[config.mk]
export PLATFORM = sky130hd
export DESIGN_NAME = lpsm_top
export DESIGN_NICKNAME = d
export VERILOG_FILES = /design/src/rtl/lpsm_pkg.sv /design/src/rtl/lpsm_rx_decode.sv /design/src/rtl/lpsm_vlsm.sv /design/src/rtl/lpsm_resolve.sv /design/src/rtl/lpsm_top.sv
export SDC_FILE = /design/constraint.sdc
export NUM_CORES = 1
export LEC_CHECK = 0
export ABC_AREA = 1
export BUFFER_PORTS_ARGS = -buffer_cell sky130_fd_sc_hd__clkbuf_2
export CAP_MARGIN = 20
export CORE_MARGIN = 2
export CORE_UTILIZATION = 27
export CTS_CLUSTER_DIAMETER = 50
export DETAILED_ROUTE_END_ITERATION = 16
export HOLD_SLACK_MARGIN = 0.08
export PLACE_DENSITY = 0.53
export SLEW_MARGIN = 20
export SYNTH_ARGS = -nofsm -noshare
export SYNTH_HDL_FRONTEND = slang
export SYNTH_SLANG_ARGS = --single-unit
[constraint.sdc]
create_clock -name clk -period 2.08 [get_ports clk]
set_input_delay 0.416 -clock clk [delete_from_list [all_inputs] [get_ports clk]]
set_output_delay 0.416 -clock clk [all_outputs]
set_load 0.02 [all_outputs]
[src/rtl/lpsm_pkg.sv]
package lpsm_pkg;

    typedef enum logic [2:0] {
        ST_RESET   = 3'd0,
        ST_ACTIVE  = 3'd1,
        ST_LP_PEND = 3'd2,
        ST_LOWPWR  = 3'd3,
        ST_RETRAIN = 3'd4,
        ST_RECOV   = 3'd5
    } pstate_e;

    typedef enum logic [2:0] {
        K_NONE,
        K_ACT_REQ,
        K_ACT_STS,
        K_LP_REQ,
        K_LP_STS,
        K_BAD
    } pkind_e;

    typedef enum logic [1:0] {
        PR_IDLE    = 2'd0,
        PR_ACTIVE  = 2'd1,
        PR_LOWPWR  = 2'd2,
        PR_RETRAIN = 2'd3
    } phyreq_e;

    localparam logic [1:0] TGT_ACT = 2'b01;
    localparam logic [1:0] TGT_LP  = 2'b10;
    localparam int STATE_W = 3;

    typedef struct packed {
        logic       valid;
        logic       is_sts;
        logic [1:0] tgt;
    } msg_t;

    function automatic msg_t mk_msg(input logic sts, input logic [1:0] tgt);
        msg_t m;
        m.valid  = 1'b1;
        m.is_sts = sts;
        m.tgt    = tgt;
        return m;
    endfunction

    localparam msg_t MSG_NONE = '0;

endpackage

[src/rtl/lpsm_rx_decode.sv]
module lpsm_rx_decode
    import lpsm_pkg::*;
#(
    parameter int RSVD_W = 4
) (
    input  logic              rx_valid,
    input  logic              rx_is_sts,
    input  logic [1:0]        rx_tgt,
    input  logic [RSVD_W-1:0] rx_rsvd,
    output pkind_e            kind
);
    always_comb begin
        if (!rx_valid) begin
            kind = K_NONE;
        end else if ((|rx_rsvd) || (rx_tgt != TGT_ACT && rx_tgt != TGT_LP)) begin
            kind = K_BAD;
        end else if (rx_tgt == TGT_ACT) begin
            kind = rx_is_sts ? K_ACT_STS : K_ACT_REQ;
        end else begin
            kind = rx_is_sts ? K_LP_STS : K_LP_REQ;
        end
    end
endmodule

[src/rtl/lpsm_vlsm.sv]
module lpsm_vlsm
    import lpsm_pkg::*;
#(
    parameter int RSVD_W = 4
) (
    input  logic              clk,
    input  logic              rst,
    input  logic              loc_go_active,
    input  logic              loc_go_lowpwr,
    input  logic              rx_valid,
    input  logic              rx_is_sts,
    input  logic [1:0]        rx_tgt,
    input  logic [RSVD_W-1:0] rx_rsvd,
    input  logic              recov_done,
    output pstate_e           state,
    output msg_t              tx
);
    pkind_e  kind;
    pstate_e nst;
    logic    pend, npend;
    msg_t    ntx;

    lpsm_rx_decode #(.RSVD_W(RSVD_W)) u_dec (
        .rx_valid (rx_valid),
        .rx_is_sts(rx_is_sts),
        .rx_tgt   (rx_tgt),
        .rx_rsvd  (rx_rsvd),
        .kind     (kind)
    );

    always_comb begin
        nst   = state;
        npend = pend;
        ntx   = MSG_NONE;
        if (state == ST_RECOV) begin
            if (recov_done) begin
                nst   = ST_RESET;
                npend = 1'b0;
            end
        end else if (kind == K_BAD ||
                     (pend && (kind == K_LP_REQ || kind == K_LP_STS))) begin
            nst   = ST_RECOV;
            npend = 1'b0;
        end else if (kind != K_NONE) begin
            unique case (kind)
                K_ACT_REQ: begin
                    ntx   = mk_msg(1'b1, TGT_ACT);
                    npend = 1'b0;
                    if (state == ST_RESET || state == ST_LP_PEND) nst = ST_ACTIVE;
                    else if (state == ST_LOWPWR)                 nst = ST_RETRAIN;
                end
                K_ACT_STS: begin
                    if (pend) begin
                        npend = 1'b0;
                        if (state == ST_RESET) nst = ST_ACTIVE;
                    end
                end
                K_LP_REQ: begin
                    if (state == ST_ACTIVE || state == ST_LP_PEND || state == ST_LOWPWR)
                        ntx = mk_msg(1'b1, TGT_LP);
                end
                K_LP_STS: begin
                    if (state == ST_LP_PEND) nst = ST_LOWPWR;
                end
                default: ;
            endcase
        end else if (loc_go_active) begin
            if (state == ST_RESET && !pend) begin
                ntx   = mk_msg(1'b0, TGT_ACT);
                npend = 1'b1;
            end else if (state == ST_LOWPWR) begin
                ntx   = mk_msg(1'b0, TGT_ACT);
                npend = 1'b1;
                nst   = ST_RETRAIN;
            end
        end else if (loc_go_lowpwr) begin
            if (state == ST_ACTIVE) begin
                ntx = mk_msg(1'b0, TGT_LP);
                nst = ST_LP_PEND;
            end
        end
        if (state == ST_RETRAIN && nst == ST_RETRAIN && recov_done && !npend)
            nst = ST_ACTIVE;
    end

    always_ff @(posedge clk) begin
        if (rst) begin
            state <= ST_RESET;
            pend  <= 1'b0;
            tx    <= MSG_NONE;
        end else begin
            state <= nst;
            pend  <= npend;
            tx    <= ntx;
        end
    end

    // reset leaves the instance quiet in Reset
    assert_reset_quiet_R1: assert property (@(posedge clk)
        rst |=> (state == ST_RESET && !tx.valid));

    // unexpected LowPower packet while activation pending
    assert_pend_unexpected_R3: assert property (@(posedge clk) disable iff (rst)
        (pend && state != ST_RECOV && (kind == K_LP_REQ || kind == K_LP_STS))
        |=> state == ST_RECOV);

    // LowPower only from LowPowerPending with a LowPower status
    assert_lowpwr_entry_R4: assert property (@(posedge clk) disable iff (rst)
        (state == ST_LOWPWR && $past(state) != ST_LOWPWR)
        |-> ($past(state) == ST_LP_PEND && $past(kind) == K_LP_STS));

    // Active Request in LowPower goes to Retrain with a status reply
    assert_lowpwr_wake_R5: assert property (@(posedge clk) disable iff (rst)
        (state == ST_LOWPWR && kind == K_ACT_REQ)
        |=> (state == ST_RETRAIN && tx.valid && tx.is_sts && tx.tgt == TGT_ACT));

    // malformed packet sends the instance to Recovery
    assert_bad_pkt_R6: assert property (@(posedge clk) disable iff (rst)
        (state != ST_RECOV && kind == K_BAD) |=> state == ST_RECOV);

    // Recovery is left only through Reset after recovery-complete
    assert_recov_exit_R9: assert property (@(posedge clk) disable iff (rst)
        ($past(state) == ST_RECOV && state != ST_RECOV)
        |-> (state == ST_RESET && $past(recov_done)));

endmodule

[src/rtl/lpsm_resolve.sv]
module lpsm_resolve
    import lpsm_pkg::*;
#(
    parameter int N_LINKS = 2,
    localparam int SW = STATE_W
) (
    input  logic [SW*N_LINKS-1:0] st_flat,
    output logic [1:0]            phy_req
);
    logic [N_LINKS-1:0] is_rt, is_lp, is_act;

    for (genvar i = 0; i < N_LINKS; i++) begin : g_flag
        pstate_e s;
        assign s         = pstate_e'(st_flat[i*SW +: SW]);
        assign is_rt[i]  = (s == ST_RETRAIN) || (s == ST_RECOV);
        assign is_lp[i]  = (s == ST_LOWPWR);
        assign is_act[i] = (s == ST_ACTIVE) || (s == ST_LP_PEND);
    end

    always_comb begin
        if (|is_rt)       phy_req = PR_RETRAIN;
        else if (&is_lp)  phy_req = PR_LOWPWR;
        else if (|is_act) phy_req = PR_ACTIVE;
        else              phy_req = PR_IDLE;
    end
endmodule

[src/rtl/lpsm_top.sv]
module lpsm_top
    import lpsm_pkg::*;
#(
    parameter int N_LINKS = 2,
    parameter int RSVD_W  = 4,
    localparam int SW = STATE_W
) (
    input  logic                     clk,
    input  logic                     rst,
    input  logic [N_LINKS-1:0]        loc_go_active,
    input  logic [N_LINKS-1:0]        loc_go_lowpwr,
    input  logic [N_LINKS-1:0]        rx_valid,
    input  logic [N_LINKS-1:0]        rx_is_sts,
    input  logic [2*N_LINKS-1:0]      rx_tgt,
    input  logic [RSVD_W*N_LINKS-1:0] rx_rsvd,
    input  logic                     phy_recov_done,
    output logic [N_LINKS-1:0]        tx_valid,
    output logic [N_LINKS-1:0]        tx_is_sts,
    output logic [2*N_LINKS-1:0]      tx_tgt,
    output logic [SW*N_LINKS-1:0]     link_state,
    output logic [1:0]               phy_req
);
    for (genvar i = 0; i < N_LINKS; i++) begin : g_link
        pstate_e st;
        msg_t    m;
        lpsm_vlsm #(.RSVD_W(RSVD_W)) u_vlsm (
            .clk          (clk),
            .rst          (rst),
            .loc_go_active(loc_go_active[i]),
            .loc_go_lowpwr(loc_go_lowpwr[i]),
            .rx_valid     (rx_valid[i]),
            .rx_is_sts    (rx_is_sts[i]),
            .rx_tgt       (rx_tgt[2*i +: 2]),
            .rx_rsvd      (rx_rsvd[RSVD_W*i +: RSVD_W]),
            .recov_done   (phy_recov_done),
            .state        (st),
            .tx           (m)
        );
        assign link_state[SW*i +: SW] = st;
        assign tx_valid[i]            = m.valid;
        assign tx_is_sts[i]           = m.is_sts;
        assign tx_tgt[2*i +: 2]       = m.tgt;
    end

    lpsm_resolve #(.N_LINKS(N_LINKS)) u_res (
        .st_flat(link_state),
        .phy_req(phy_req)
    );

    logic [N_LINKS-1:0] all_lp_v, any_rt_v;
    for (genvar i = 0; i < N_LINKS; i++) begin : g_chk
        assign all_lp_v[i] = (link_state[SW*i +: SW] == ST_LOWPWR);
        assign any_rt_v[i] = (link_state[SW*i +: SW] == ST_RETRAIN) ||
                             (link_state[SW*i +: SW] == ST_RECOV);
    end

    // retrain wins over every other request
    assert_phy_retrain_R10: assert property (@(posedge clk) disable iff (rst)
        (|any_rt_v) |-> phy_req == PR_RETRAIN);

    // low power is asked only when all instances sit in LowPower
    assert_phy_lowpwr_R10: assert property (@(posedge clk) disable iff (rst)
        (phy_req == PR_LOWPWR) |-> (&all_lp_v));

endmodule

==> out/results.tsv <==
metric	value	unit
p_leak	0.939	nW
grtUsageMet1	19.3	%
final-max-slew-violation-count	0	
layout.cells.non_filler	359	
hold_viol	0	
portBuffers	38	
wl	3.75	mm
start_kind	primary input	
synth-edff-count	0	
dp_cells	356	
required	2.22	ns
cp_max_fo	3	
most-common-layout-cells	nand2_1, clkbuf_2, inv_1, nor2_1, buf_4	
drt_iter0_markers	61	
die_w	75.7	um
track_usage	13.2	%
synth.distinct_cells	30	
ys.flop_type	dfxtp_1	
via_per_inst	4.51	
p_switching	331	uW
yosys_warnings	0	
ys_seq_area_share	23.1	%
cts_tree	done	
cp-end-kind	register	
cts_made_buffers	3	
diodes	0	
slew_headroom	69.9	%
grt_max_degree	12	
path_clk_slew	0.07	ns
synth_area_leader_cell	dfxtp_1	
period_share	93.0	%
drc	0	
critPathSlowestCell	nor3_4	
hold_class	primary input to register	
drive_gt1_share	34.3	%
area_growth	37.7	%
wire_per_inst	10.4	um
clk_latency	0.25	ns
gp_congestion	0.920	
met2_usage	20.4	%
vias	1618	
avgSynthCellArea	6.11	um^2
cts.sinks	16	
grt-busiest-layer	met2	
dp_hpwl	3.08	mm
clockBufferDepth	2	
rows	26	
drtAntennaViolNets	0	
grt-ovfl-total	0	
path_buf_inv	3	
finClkSkew	0.00436	ns
cp.arrival	2.07	ns
fp.dieH	75.7	um
synth_async_sr_flop_share	0	%
power.density	472	mW/mm^2
cp_top_family	simple AND/OR/NAND/NOR gates	
synthTopCellsByArea	dfxtp_1, nand2_1, inv_1	
worstPathCellList	clkbuf_2 > inv_1 > ha_1 > inv_2 > nand3_4 > nor3_4 > nand3_2 > and2_1 > nand2_1 > nor2_2 > nor3_2 > nand2_1 > nand2_1 > nor2_1	
synth-seq-cells	16	
synth_nets	254	
seq_power_share	38.0	%
swShare	36.7	%
core_area	0.00504	mm^2
grt_antenna_before_repair	0	
crit_top_cell	nand2_1	
status	complete, no violations	
met3_usage	2.65	%
clkPwrFrac	26.0	%
pin_count	39	
grt_pass1_wl	6.05	mm
placed_area	0.00182	mm^2
max-vdd-ir-drop	0.225	mV
rsz0062_at_grt	yes	
cap_viol_max_count	0	
layout_commonest_cell	nand2_1	
dieArea	0.00572	mm^2
first_pass_iters	4	
cts_setup_buffers	0	
worstMarginPinSlew	0.447	ns
critPathMaxStageDelay	0.28	ns
initial_core_util	27.5	%
syn_area	0.00139	mm^2
synth_top_area_share	23.1	%
path_class	primary input to register	
final_area	0.00191	mm^2
nets	318	
grt_pass1_vias	1413	
fin_crit	1.94	ns
internal_power	570	uW
max_freq	517	MHz
pwr-share-comb	36.0	%
postSynthCellCount	227	
setup_viol	0	
cts-root-buf	clkbuf_8	
htree_levels	1	
-- cells by family (layout without fill, tap and decap cells) --
| group | count (synthesis) | in the layout | share of synthesized area [%] |
|---|---|---|---|
| fa+ha+maj | 4 | 4 | 3.61 |
| flops | 16 | 16 | 23.1 |
| compound gates | 32 | 32 | 13.4 |
| buf+inv | 41 | 103 | 11.2 |
| simple gates | 134 | 134 | 48.6 |
-- metrics by stage --
stage               util [%]  hold WS, ns  setup WS (ns)  setup TNS, ns  total power [mW]
floorplan                  -        0.485          0.157              0             0.545
global placement        36.2        0.529        -0.0867         -0.487             0.666
detailed placement      36.2        0.533        -0.0979         -0.405             0.662
CTS                     37.0        0.402          0.102              0             0.897
global route            37.9        0.413       -0.00949        -0.0113             0.961
finish                  37.9        0.395          0.145              0             0.901
-- worst reg2reg max path, delay by kind of cell, from the launching register on --
family                 cells  cell delay (ns)
and+or+nand+nor            9             0.69
DFF                        1             0.50
AOI/OAI and AO/OA          2             0.37
buffers and inverters      1             0.09
-- power by group through the flow --
stage / combinational, mW / sequential (mW) / clock [mW]
5_1_grt: 0.364 / 0.345 / 0.252
6_report: 0.324 / 0.342 / 0.234
4_1_cts: 0.315 / 0.342 / 0.240
3_3_place_gp: 0.316 / 0.350 / 0
3_5_place_dp: 0.313 / 0.349 / 0
2_1_floorplan: 0.185 / 0.361 / 0
-- synthesized netlist by cell type, types with 2 or more instances --
master,count
o311ai_0,2
nor3_2,2
nor2_2,6
o21ai_0,5
nor2_1,30
nand3_2,2
a21oi_1,14
nand2_1,49
nand2_2,9
o31ai_1,2
dfxtp_1,16
ha_1,4
a31oi_1,3
nand4_1,6
inv_2,3
nor3_1,6
inv_1,36
nor2_4,4
nand3_1,16
o21ai_1,2
-- registers in the layout, summed over array words and instances, names as in the netlist --
name and count:
g_link.u_vlsm.tx 8, g_link.u_vlsm.state 6, g_link.u_vlsm.pend 2
-- final cells by class --
cell class	count	area, um^2
flip-flops and latches	16	320
multi-input cells	170	955
clock buffers	3	41.3
fillers	556	3130
well taps	70	87.6
repair buffers	60	355
inverters	40	150
-- routing by layer --
metal  wire (um)  vias up  share of wire (%)
met4          50        0                1.3
met3         187        4                5.0
met1        1860      707                 50
met5           0        -                  0
met2        1650       44                 44
li1            -      863                  -
-- repair_timing --
action                                  in CTS  in global routing
endpoints found under the setup margin       0                  6
gates resized for setup                      0                 13
hold buffers                                 0                  0
-- final timing paths --
kind,cells past startpoint,slack (ns),start,to
max,14,0.14,rx_tgt[1],g_link[0].u_vlsm.state[2]$_SDFF_PP0_
min,2,0.40,rst,g_link[0].u_vlsm.pend$_SDFF_PP0_
max reg2reg,12,0.34,g_link[1].u_vlsm.state[0]$_SDFF_PP0_,g_link[1].u_vlsm.state[1]$_SDFF_PP0_
min reg2reg,2,0.54,g_link[1].u_vlsm.pend$_SDFF_PP0_,g_link[1].u_vlsm.pend$_SDFF_PP0_
No activity file was read; power rests on OpenSTA's default activity.
